### config.mk
export PLATFORM = sky130hd
export DESIGN_NAME = ide_dma_regs
export DESIGN_NICKNAME = d
export VERILOG_FILES = /design/src/rtl/ide_dma_pkg.sv /design/src/rtl/ide_chan_regs.sv /design/src/rtl/ide_mode_irq.sv /design/src/rtl/ide_dma_regs.sv
export SDC_FILE = /design/constraint.sdc
export NUM_CORES = 1
export LEC_CHECK = 0
export BUFFER_PORTS_ARGS = -buffer_cell sky130_fd_sc_hd__buf_2
export CORE_AREA = 2 2 110 112
export DETAILED_ROUTE_END_ITERATION = 6
export DIE_AREA = 0 0 112 114
export PLACE_DENSITY = 0.74
export SKIP_CTS_REPAIR_TIMING = 1
export SYNTH_ARGS = -nofsm -noshare
export SYNTH_HDL_FRONTEND = slang
export SYNTH_SLANG_ARGS = --single-unit
### constraint.sdc
create_clock -name clk -period 2.2 [get_ports clk]
set_input_delay 0.22 -clock clk [delete_from_list [all_inputs] [get_ports clk]]
set_output_delay 0.22 -clock clk [all_outputs]
set_load 0.03 [all_outputs]
### src/rtl/ide_dma_pkg.sv
package ide_dma_pkg;
   typedef enum logic [1:0] {
      SZ_BYTE = 2'd0,
      SZ_HALF = 2'd1,
      SZ_WORD = 2'd2,
      SZ_WIDE = 2'd3
   } acc_size_e;

   localparam logic [1:0] OFF_CMD  = 2'd0;
   localparam logic [1:0] OFF_MODE = 2'd1;
   localparam logic [1:0] OFF_STAT = 2'd2;
   localparam logic [1:0] OFF_TIM  = 2'd3;

   localparam int MODE_PEND_LSB = 2;
   localparam int MODE_BLK_LSB  = 4;
   localparam int STAT_ACT = 0;
   localparam int STAT_ERR = 1;
   localparam int STAT_DONE = 2;
endpackage

### src/rtl/ide_chan_regs.sv
module ide_chan_regs #(
   parameter int DW        = 32,
   parameter int ALIGN_LSB = 2
) (
   input  logic            clk,
   input  logic            rst_n,
   input  logic            wr_cmd,
   input  logic            wr_stat,
   input  logic            wr_tim,
   input  logic [DW/8-1:0] ptr_be,
   input  logic [7:0]      wbyte,
   input  logic [DW-1:0]   wword,
   input  logic            eng_active,
   input  logic            eng_err,
   input  logic            eng_done,
   output logic [7:0]      cmd_q,
   output logic [7:0]      stat_q,
   output logic [7:0]      tim_q,
   output logic [DW-1:0]   ptr_q
);
   import ide_dma_pkg::*;
   localparam int NB = DW / 8;

   logic [7:0] stat_d;

   always_comb begin
      stat_d = 8'h00;
      stat_d[STAT_ACT]  = eng_active;
      stat_d[6:5]       = wr_stat ? wbyte[6:5] : stat_q[6:5];
      stat_d[STAT_ERR]  = eng_err  | (stat_q[STAT_ERR]  & ~(wr_stat & wbyte[STAT_ERR]));
      stat_d[STAT_DONE] = eng_done | (stat_q[STAT_DONE] & ~(wr_stat & wbyte[STAT_DONE]));
   end

   always_ff @(posedge clk) begin
      if (!rst_n) begin
         cmd_q  <= 8'h00;
         stat_q <= 8'h00;
         tim_q  <= 8'h00;
      end else begin
         if (wr_cmd) cmd_q <= wbyte;
         if (wr_tim) tim_q <= wbyte;
         stat_q <= stat_d;
      end
   end

   for (genvar b = 0; b < NB; b++) begin : g_ptr
      if (b == 0) begin : g_low
         always_ff @(posedge clk) begin
            if (!rst_n) ptr_q[7:0] <= 8'h00;
            else if (ptr_be[0]) ptr_q[7:0] <= {wword[7:ALIGN_LSB], {ALIGN_LSB{1'b0}}};
         end
      end else begin : g_hi
         always_ff @(posedge clk) begin
            if (!rst_n) ptr_q[8*b +: 8] <= 8'h00;
            else if (ptr_be[b]) ptr_q[8*b +: 8] <= wword[8*b +: 8];
         end
      end
   end
endmodule

### src/rtl/ide_mode_irq.sv
module ide_mode_irq #(
   parameter int NUM_CH = 2
) (
   input  logic              clk,
   input  logic              rst_n,
   input  logic [NUM_CH-1:0] chan_irq,
   input  logic              wr_mode,
   input  logic [7:0]        wbyte,
   output logic [7:0]        mode_q,
   output logic              irq_out
);
   import ide_dma_pkg::*;

   logic [NUM_CH-1:0] pend, blk;
   assign pend = mode_q[MODE_PEND_LSB +: NUM_CH];
   assign blk  = mode_q[MODE_BLK_LSB  +: NUM_CH];

   always_ff @(posedge clk) begin
      if (!rst_n) begin
         mode_q <= 8'h00;
      end else begin
         mode_q[MODE_PEND_LSB +: NUM_CH] <= chan_irq;
         if (wr_mode) mode_q[MODE_BLK_LSB +: NUM_CH] <= wbyte[MODE_BLK_LSB +: NUM_CH];
      end
   end

   assign irq_out = |(pend & ~blk);
endmodule

### src/rtl/ide_dma_regs.sv
module ide_dma_regs
   import ide_dma_pkg::*;
#(
   parameter int NUM_CH = 2,
   parameter int DW     = 32,
   parameter int AW     = 4
) (
   input  logic                 clk,
   input  logic                 rst_n,
   input  logic                 req_valid,
   input  logic                 req_write,
   input  logic [AW-1:0]        req_addr,
   input  logic [1:0]           req_size,
   input  logic [DW-1:0]        req_wdata,
   output logic [DW-1:0]        rdata,
   input  logic [NUM_CH-1:0]    chan_irq,
   input  logic [NUM_CH-1:0]    dma_active,
   input  logic [NUM_CH-1:0]    dma_err_set,
   input  logic [NUM_CH-1:0]    dma_done_set,
   output logic [NUM_CH*8-1:0]  cmd_out,
   output logic [NUM_CH*8-1:0]  timing_out,
   output logic [NUM_CH*DW-1:0] ptr_out,
   output logic                 irq_out
);
   localparam int NB     = DW / 8;
   localparam int CH_BIT = AW - 1;

   if (NUM_CH != 2) begin : g_bad_ch
      $error("ide_dma_regs: mode byte layout fixes NUM_CH at 2");
   end
   if (DW != 32) begin : g_bad_dw
      $error("ide_dma_regs: pointer register is 32 bits");
   end
   if (AW != 4) begin : g_bad_aw
      $error("ide_dma_regs: window is 16 bytes");
   end

   logic [1:0]  off;
   logic        ch_sel, grp_sel, byte_acc, grp_wr, ptr_wr;
   logic [NB-1:0] be_base;
   logic [2*NB-1:0] be_shift;
   logic [7:0]  mode_q;
   logic [NUM_CH*8-1:0] stat_flat, tim_flat, cmd_flat;

   assign off      = req_addr[1:0];
   assign ch_sel   = req_addr[CH_BIT];
   assign grp_sel  = ~req_addr[2];
   assign byte_acc = (req_size == SZ_BYTE);
   assign grp_wr   = req_valid & req_write & grp_sel & byte_acc;
   assign ptr_wr   = req_valid & req_write & ~grp_sel;

   always_comb begin
      unique case (req_size)
         SZ_BYTE: be_base = NB'(4'b0001);
         SZ_HALF: be_base = NB'(4'b0011);
         default: be_base = {NB{1'b1}};
      endcase
      be_shift = {{NB{1'b0}}, be_base} << off;
   end

   ide_mode_irq #(.NUM_CH(NUM_CH)) u_mode (
      .clk     (clk),
      .rst_n   (rst_n),
      .chan_irq(chan_irq),
      .wr_mode (grp_wr && off == OFF_MODE),
      .wbyte   (req_wdata[7:0]),
      .mode_q  (mode_q),
      .irq_out (irq_out)
   );

   for (genvar c = 0; c < NUM_CH; c++) begin : g_ch
      logic hit;
      assign hit = (ch_sel == c[0]);
      ide_chan_regs #(.DW(DW), .ALIGN_LSB(2)) u_ch (
         .clk       (clk),
         .rst_n     (rst_n),
         .wr_cmd    (grp_wr && hit && off == OFF_CMD),
         .wr_stat   (grp_wr && hit && off == OFF_STAT),
         .wr_tim    (grp_wr && hit && off == OFF_TIM),
         .ptr_be    ((ptr_wr && hit) ? be_shift[NB-1:0] : {NB{1'b0}}),
         .wbyte     (req_wdata[7:0]),
         .wword     (req_wdata),
         .eng_active(dma_active[c]),
         .eng_err   (dma_err_set[c]),
         .eng_done  (dma_done_set[c]),
         .cmd_q     (cmd_flat[8*c +: 8]),
         .stat_q    (stat_flat[8*c +: 8]),
         .tim_q     (tim_flat[8*c +: 8]),
         .ptr_q     (ptr_out[DW*c +: DW])
      );
   end

   assign cmd_out    = cmd_flat;
   assign timing_out = tim_flat;

   always_comb begin
      rdata = '0;
      if (req_valid) begin
         if (!grp_sel) begin
            rdata = ptr_out[DW*ch_sel +: DW];
         end else if (!byte_acc) begin
            rdata = (req_size == SZ_HALF) ? DW'(16'hFFFF) : {DW{1'b1}};
         end else begin
            unique case (off)
               OFF_CMD:  rdata[7:0] = cmd_flat[8*ch_sel +: 8];
               OFF_MODE: rdata[7:0] = mode_q;
               OFF_STAT: rdata[7:0] = stat_flat[8*ch_sel +: 8];
               default:  rdata[7:0] = tim_flat[8*ch_sel +: 8];
            endcase
         end
      end
   end
endmodule

==> flow_summary.ini, run 1 <==
[layout]
areaGrowthSynthToFinish_pct = 26.1
finish.net_count = 749
drive_gt1_share_pct = 33.4
design_area_um2 = 6480
diodes = 0

[setup_path]
crit_required_ns = 1.98
path_class = reg -> out
r2r_slack_ns = 1.52
worst_setup_path_start_kind = flip-flop
cp-end-kind = output port
crit_arrival_ns = 1.69
worstRegToRegCells = 2
reg2reg_to = g_ch[1].u_ch.tim_q[3]
r2r_start = g_ch[1].u_ch.tim_q[3]
crit_path_max_fanout = 3

[clock_tree]
clk_pin_slew_ns = 0.07
insertion_delay_ns = 0.35
cts.sinks = 106
cts_tree = done
cts_buffers = 9
cts_max_path_buffers = 2
cts_max_level = 3
cts-root-buf = clkbuf_16

[drt]
totalWireLength_um = 14600
first_pass_iters = 4
first_iter_violations = 181
via_per_inst = 5.29
detail-route-antenna-nets = 0
wire_per_inst_um = 17.1
route.detailed.drc = 0
vias = 4493

[logic_synthesis]
synth_cell_type_count = 45
netlist_instances = 530
synthFlopType = dfxtp_1
synth.largest_area_cell = dfxtp_1
synth_top_area_share_pct = 41.3
ys_seq_area_share_pct = 41.3
ys_seq_elements = 106
avgSynthCellArea_um2 = 9.70
syn_area_um2 = 5140
synth_edf_count = 0
async_flop_share_pct = 0
netlist_top_cells_area = dfxtp_1, mux2i_1, nor2b_1, a21oi_1, mux2_2
yosysWarningCount = 0

[die]
coreArea_um2 = 11700
fp-row-count = 40
dieArea_um2 = 12800
die_h_um = 114
initial_core_util_pct = 43.9
ios = 179
die_w_um = 112

[grt]
overflow = 0
grtUsageTotal_pct = 22.3
grt_pass1_vias = 4366
grt_pass1_wl_um = 22600
grt_antenna_before_repair = 1
grt_start_max_net_pins = 57

[place]
routabilityCongestion = 0.887
hpwlAfterDp_um = 10800
portBuffers = 174
place_area_um2 = 6210

[pwr]
pwr-share-clk_pct = 37.8
internal-power_w = 0.00295
p_comb_share_pct = 13.0
switchingPower_w = 0.00103
ir_drop_mv = 0.462
seqPwrFrac_pct = 49.2
p_leak_nw = 3.06
cellPowerDensity_nw_per_um2 = 614
p_sw_share_pct = 26.0

[hold_path]
min_to = g_ch[1].u_ch.stat_q[0]
hold_class = in -> reg
hold_start = dma_active[1]
holdPathStages = 2

[flow_run]
maxCapViolCount = 0

[timing]
finalHoldViolations = 0
slew_headroom_pct = 58.1
max_freq_ghz = 0.524
rsz0062_at_grt = no
setup_viol = 0
min_period_over_period_pct = 86.7
maxSlewViolCount = 0
fin_crit_ns = 1.91
skew_ns = 0
worst_pin_slew_ns = 0.624
tns_ns = 0

[run_status]
run_status = finished clean
[cell usage after synthesis, types with 3 or more instances]
cell type and number:
buf_2 5, inv_1 7, or2_2 3, nor2b_1 86, a31oi_1 5, nand2b_1 3
and2_1 5, nor3_1 6, dfxtp_1 106, nand2_1 32, clkbuf_1 32, a21oi_1 35
nor2_1 3, mux2i_1 126, nand3_1 5, a221oi_1 4, buf_4 4, o21ai_0 13
mux2_2 11
[cell type report]
cell class	instances	area, µm²
Inverter	8	30.0
Fill cell	1057	5230
Clock buffer	12	256
Timing Repair Buffer	200	1080
Multi-Input combinational cell	374	2790
Sequential cell	106	2120
Tap cell	147	184
Clock inverter	3	15.0
[stage by stage]
step	total power [W]	utilization [%]	instances	worst slack, ns	hold slack, ns
detailed placement	0.00252	53.0	835	0.191	0.443
global route	0.00414	55.3	850	0.203	0.0724
finish	0.00398	55.3	850	0.292	0.0788
global placement	0.00251	53.0	835	0.215	0.437
floorplan	0.00235	-	533	0.124	0.321
CTS	0.00401	55.3	850	0.280	0.0764
[cells in the final DEF (no fill, tap or decap), types with 4 or more instances in the layout]
master	synthesis	final
buf_2	5	174
a31oi_1	5	5
a221oi_1	4	4
and2_1	5	5
nand3_1	5	5
nor3_1	6	6
dfxtp_1	106	106
o21ai_0	13	13
conb_1	1	4
inv_1	7	7
nor2b_1	86	86
a21oi_1	35	35
nand2_1	32	32
mux2i_1	126	126
buf_4	4	25
mux2_2	11	11
clkbuf_16	0	9
[power groups by stage]
stage | clock network [W] | logic [W] | registers, W
after floorplan | 0 | 0.000317 | 0.00203
after global routing | 0.00163 | 0.000552 | 0.00196
after CTS | 0.00154 | 0.000515 | 0.00196
final | 0.00150 | 0.000516 | 0.00196
after detailed placement | 0 | 0.000513 | 0.00200
after global placement | 0 | 0.000507 | 0.00200
[metal layers]
layer	track usage, %	vias up	part of all wire (%)
met5	0	-	0.076
met4	10.7	2	3.7
met3	4.84	38	6.2
met2	36.7	172	47
met1	28.1	2111	43
li1	-	2170	-
[state kept, by name (all words and copies together) (netlist names)]
name and flops:
g_ch.u_ch.cmd_q 16, g_ch.u_ch.ptr_q 60, g_ch.u_ch.stat_q 10, g_ch.u_ch.tim_q 16, u_mode.mode_q 4
[worst max-delay path by stage]
stage / slack, ns / start / cells past startpoint / end
after floorplan: 0.12 / req_addr[3] / 6 / rdata[16]
after global placement: 0.21 / req_addr[0] / 5 / g_ch[1].u_ch.cmd_q[6]
after detailed placement: 0.19 / req_addr[3] / 7 / g_ch[1].u_ch.ptr_q[15]
after CTS: 0.28 / g_ch[0].u_ch.tim_q[5] / 5 / rdata[5]
after global routing: 0.20 / g_ch[0].u_ch.cmd_q[4] / 5 / rdata[4]
final: 0.29 / g_ch[0].u_ch.tim_q[5] / 5 / rdata[5]
[critical path, cell delays in order (launching register included)]
cell	delay, ns
dfxtp_1	0.38
mux2_2	0.17
nand2_1	0.05
a221o_1	0.31
a21oi_1	0.20
buf_2	0.24
[logic make-up (layout without fill, tap and decap cells)]
family	Yosys count	count (layout)	share of synthesized area (%)
other	1	4	0.0730
flip-flops	106	106	41.3
AND/OR/NAND/NOR	160	160	18.6
multiplexers	137	137	27.0
AO/OA/AOI/OAI	73	73	8.52
buffers and inverters	53	223	4.58
(Power assumes the default switching activity.)
==> run 2, diff against run 1 <==
Settings changed: CORE_AREA 2 2 110 112 to 2 2 116 107, DIE_AREA 0 0 112 114 to 0 0 118 109.
==> run 2 against run 1 <==
  * Sequential share of layout area fell by 0.44 points
  * Combinational power increased by 1%
  * Die area grew 0.74%
  * Critical path type is now in -> out
  * Largest power group unchanged
  * Highest routed layer is now met4
==> flow_summary.ini, run 2 (synthesized netlist as in run 1, its figures left out) <==
[place]
place_area_um2 = 6250
hpwlAfterDp_um = 10800
routabilityCongestion = 0.912
portBuffers = 174

[timing]
skew_ns = 0
maxSlewViolCount = 0
tns_ns = 0
fin_crit_ns = 1.93
finalHoldViolations = 0
worst_pin_slew_ns = 1.03
slew_headroom_pct = 31.3
rsz0062_at_grt = no
setup_viol = 0
max_freq_ghz = 0.517
min_period_over_period_pct = 87.8

[clock_tree]
cts.sinks = 106
cts_tree = done
insertion_delay_ns = 0.34
cts_max_level = 3
cts_buffers = 9
clk_pin_slew_ns = 0.07
cts-root-buf = clkbuf_16
cts_max_path_buffers = 2

[pwr]
seqPwrFrac_pct = 46.5
p_comb_share_pct = 12.4
ir_drop_mv = 0.568
p_leak_nw = 3.09
cellPowerDensity_nw_per_um2 = 642
switchingPower_w = 0.00105
pwr-share-clk_pct = 41.2
internal-power_w = 0.00316
p_sw_share_pct = 25.0

[layout]
final_common_cell = buf_2
largest_reg_flops = 60
reg.largest.list = g_ch.u_ch.ptr_q (60), g_ch.u_ch.cmd_q (16), g_ch.u_ch.tim_q (16)
diodes = 0
largest_register = g_ch.u_ch.ptr_q
final_cell_mix = buf_2, mux2i_1, dfxtp_1
design_area_um2 = 6570
areaGrowthSynthToFinish_pct = 27.8
finish.net_count = 752
drive_gt1_share_pct = 33.7
final_util_pct = 55.9
n_fill_cell = 1054

[grt]
grtUsageTotal_pct = 22.1
grt_antenna_before_repair = 0
grt_pass1_wl_um = 22500
grt_pass1_vias = 4334
overflow = 0
grt_start_max_net_pins = 41

[drt]
first_pass_iters = 5
vias = 4517
first_iter_violations = 254
detail-route-antenna-nets = 0
wire_per_inst_um = 16.8
route.detailed.drc = 0
via_per_inst = 5.21
totalWireLength_um = 14600

[die]
die_w_um = 118
fp-row-count = 38
initial_core_util_pct = 43.8
die_h_um = 109
coreArea_um2 = 11700
ios = 179
dieArea_um2 = 12900

[setup_path]
crit_required_ns = 1.98
crit_path_max_fanout = 15
crit_arrival_ns = 1.71
worst_setup_path_start_kind = input pin
path_class = in -> out
cp-end-kind = output port

[run_status]
run_status = finished clean

[flow_run]
maxCapViolCount = 0

[hold_path]
hold_class = in -> reg
run 2: worst max-delay path, cell delays in order:
cell and delay (ns):
buf_2 0.20, nor2_1 0.47, nand2_1 0.12, a32oi_1 0.26
o221a_2 0.24, buf_2 0.20
run 2: per-stage QoR:
stage               setup WS (ns)  instances  hold slack [ns]  total power [W]
global route                0.186        867           0.0693          0.00436
detailed placement          0.211        851            0.430          0.00252
global placement            0.232        851            0.426          0.00251
finish                      0.267        867           0.0767          0.00422
floorplan                   0.124        533            0.321          0.00235
CTS                         0.307        867           0.0671          0.00425
run 2: routing by layer:
metal	share of wire [%]	track usage [%]	wire length (µm)	vias up
met4	1.9	8.35	281	0
met2	46	35.8	6690	186
li1	-	-	-	2184
met5	0	0	0	-
met1	45	28.7	6580	2128
met3	7.0	5.49	1010	19
run 2: path summary, 6_finish.rpt:
kind | slack, ns | to | depth (start not counted) | startpoint
worst max-delay path | 0.27 | rdata[7] | 6 | req_addr[1]
worst min-delay path | 0.08 | u_mode.mode_q[2] | 2 | chan_irq[0]
worst max register to register | 1.49 | g_ch[1].u_ch.ptr_q[6] | 2 | g_ch[1].u_ch.ptr_q[6]
worst min register to register | 0.48 | g_ch[0].u_ch.ptr_q[21] | 2 | g_ch[0].u_ch.ptr_q[21]
run 2: cell type report:
| class | instances | area [µm²] | area share (%) |
|---|---|---|---|
| Sequential cell | 106 | 2120 | 32.3 |
| Timing Repair Buffer | 203 | 1100 | 16.8 |
| Tap cell | 160 | 200 | 3.05 |
| Multi-Input combinational cell | 374 | 2790 | 42.5 |
| Clock buffer | 12 | 246 | 3.75 |
| Inverter | 8 | 30.0 | 0.457 |
| Clock inverter | 4 | 73.8 | 1.12 |
run 2: power by group through the flow:
stage / Combinational [W] / Clock, W / Sequential (W)
after global placement: 0.000506 / 0 / 0.00200
final: 0.000521 / 0.00174 / 0.00196
after global routing: 0.000558 / 0.00184 / 0.00196
after detailed placement: 0.000518 / 0 / 0.00200
after floorplan: 0.000317 / 0 / 0.00203
after CTS: 0.000520 / 0.00177 / 0.00196
==> run 3, diff against run 2 <==
Settings changed: RECOVER_POWER from default to 25.
==> run 3 against run 2 <==
  * Utilization is 0.70 points lower
  * Cell area decreased by 1.3%
  * Clock skew is the same
  * Sequential share of layout area increased by 0.41 points
  * Hold slack better by 0.0041 ns
  * Non-clock buffer count unchanged
  * First-iteration DRC count fell by 8.7%
  * Flip-flop and latch count unchanged
  * Maximum frequency up 0.84%
  * Register-to-register slack hardly changed
  * Largest cell class unchanged
  * Highest routed layer unchanged
==> flow_summary.ini, run 3 (synthesized netlist as in run 1, its figures left out) <==
[run_status]
run_status = finished clean

[timing]
skew_ns = 0
finalHoldViolations = 0
max_freq_ghz = 0.522
worst_pin_slew_ns = 1.03
maxSlewViolCount = 0
worst_slack_ns = 0.284
min_period_over_period_pct = 87.1
setup_viol = 0
tns_ns = 0
slew_headroom_pct = 31.5
fin_crit_ns = 1.92
rsz0062_at_grt = no
holdWs_ns = 0.0807

[clock_tree]
cts_tree = done
clk_pin_slew_ns = 0.07
cts.sinks = 106
insertion_delay_ns = 0.34
cts_max_level = 3
cts_max_path_buffers = 2
cts-root-buf = clkbuf_16
cts_buffers = 9

[drt]
first_pass_iters = 6
first_iter_violations = 232
route.detailed.drc = 0
dr.max_layer_used = met4
totalWireLength_um = 14600
detail-route-antenna-nets = 0
wl_met3_um = 1020
via_per_inst = 5.20
dr_wl_met2_um = 6730
vias = 4509
wire_per_inst_um = 16.8
met1_length_um = 6570

[grt]
grtUsageTotal_pct = 22.1
overflow = 0
grt_start_max_net_pins = 41
grt_pass1_vias = 4334
grt_pass1_wl_um = 22500
grt_antenna_before_repair = 0

[layout]
n_fill_cell = 1088
largest_reg_flops = 60
final_cell_mix = mux2i_1, buf_2, dfxtp_1
largest_register = g_ch.u_ch.ptr_q
drive_gt1_share_pct = 26.0
final_common_cell = mux2i_1
finish.net_count = 752
diodes = 0
final_util_pct = 55.2
areaGrowthSynthToFinish_pct = 26.2
reg.largest.list = g_ch.u_ch.ptr_q (60), g_ch.u_ch.cmd_q (16), g_ch.u_ch.tim_q (16)

[setup_path]
critPathMaxStageDelay_ns = 0.43
worst_setup_path_start_kind = input pin
cp-end-kind = output port
path_cells = buf_2 -> nor2b_1 -> or2_2 -> a32oi_1 -> o221a_2 -> buf_2
endpoint = rdata[7]
crit_start = req_addr[0]
critical_path.most_common_cell = buf_2
r2r_start = g_ch[1].u_ch.ptr_q[6]
crit_required_ns = 1.98
slowest_stage = nor2b_1
r2r_slack_ns = 1.49
path_class = in -> out
reg2reg_to = g_ch[1].u_ch.ptr_q[6]
crit_arrival_ns = 1.70
worstRegToRegCells = 2
crit_path_max_fanout = 19

[die]
fp-row-count = 38
dieArea_um2 = 12900
coreArea_um2 = 11700
ios = 179
die_w_um = 118
die_h_um = 109
initial_core_util_pct = 43.8

[place]
hpwlAfterDp_um = 10800
routabilityCongestion = 0.912
portBuffers = 174
dp_slack_ns = 0.211

[hold_path]
hold_class = in -> reg

[flow_run]
maxCapViolCount = 0

[pwr]
cellPowerDensity_nw_per_um2 = 649
power_w = 0.00420
ir_drop_mv = 0.567
p_leak_nw = 2.85
## run 3: cell types whose count changed in the layout (fill, tap and decap cells not counted), sizes merged
cell	previous run	this run
buf	203	148
clkbuf	12	67
## run 3: how the worst min path moves through the flow
stage	cells after the start	start	slack, ns	endpoint
2_1_floorplan	1	req_wdata[1]	0.32	g_ch[0].u_ch.stat_q[1]
3_3_place_gp	2	dma_active[0]	0.43	g_ch[0].u_ch.stat_q[0]
3_5_place_dp	2	chan_irq[0]	0.43	u_mode.mode_q[2]
4_1_cts	2	chan_irq[0]	0.07	u_mode.mode_q[2]
5_1_grt	2	dma_active[1]	0.07	g_ch[1].u_ch.stat_q[0]
6_report	2	chan_irq[0]	0.08	u_mode.mode_q[2]
## run 3: area by class of cell
class | count | area [µm²] | area share (%)
flip-flops and latches | 106 | 2120 | 32.7
well taps | 160 | 200 | 3.09
repair buffers | 203 | 1020 | 15.7
inverters | 8 | 30.0 | 0.463
multi-input cells | 374 | 2790 | 43.1
clock buffers | 12 | 246 | 3.80
clock inverters | 4 | 73.8 | 1.14
## run 3: power by group
part,leakage [nW],internal (W),switching [W]
logic,1.84,0.000182,0.000333
clock network,0.157,0.00103,0.000698
registers,0.857,0.00194,0.0000170
## run 3: per-stage QoR
| step | cell area, µm² | std cells |
|---|---|---|
| 6_report | 6480 | 867 |
| 5_1_grt | 6480 | 867 |
| 4_1_cts | 6570 | 867 |
| 3_5_place_dp | 6250 | 851 |
| 3_3_place_gp | 6250 | 851 |
| 2_1_floorplan | 5150 | 533 |
## run 3: per-layer routing
layer	vias to the layer above	GRT usage, %
li1	2184	-
met1	2123	28.7
met2	183	35.8
met3	19	5.49
met4	0	8.35
met5	-	0
## run 3: worst max-delay path: cells and delay by family
family	cells	cell delay, ns
buffers and inverters	2	0.44
AO/OA/AOI/OAI	2	0.40
AND/OR/NAND/NOR	2	0.64
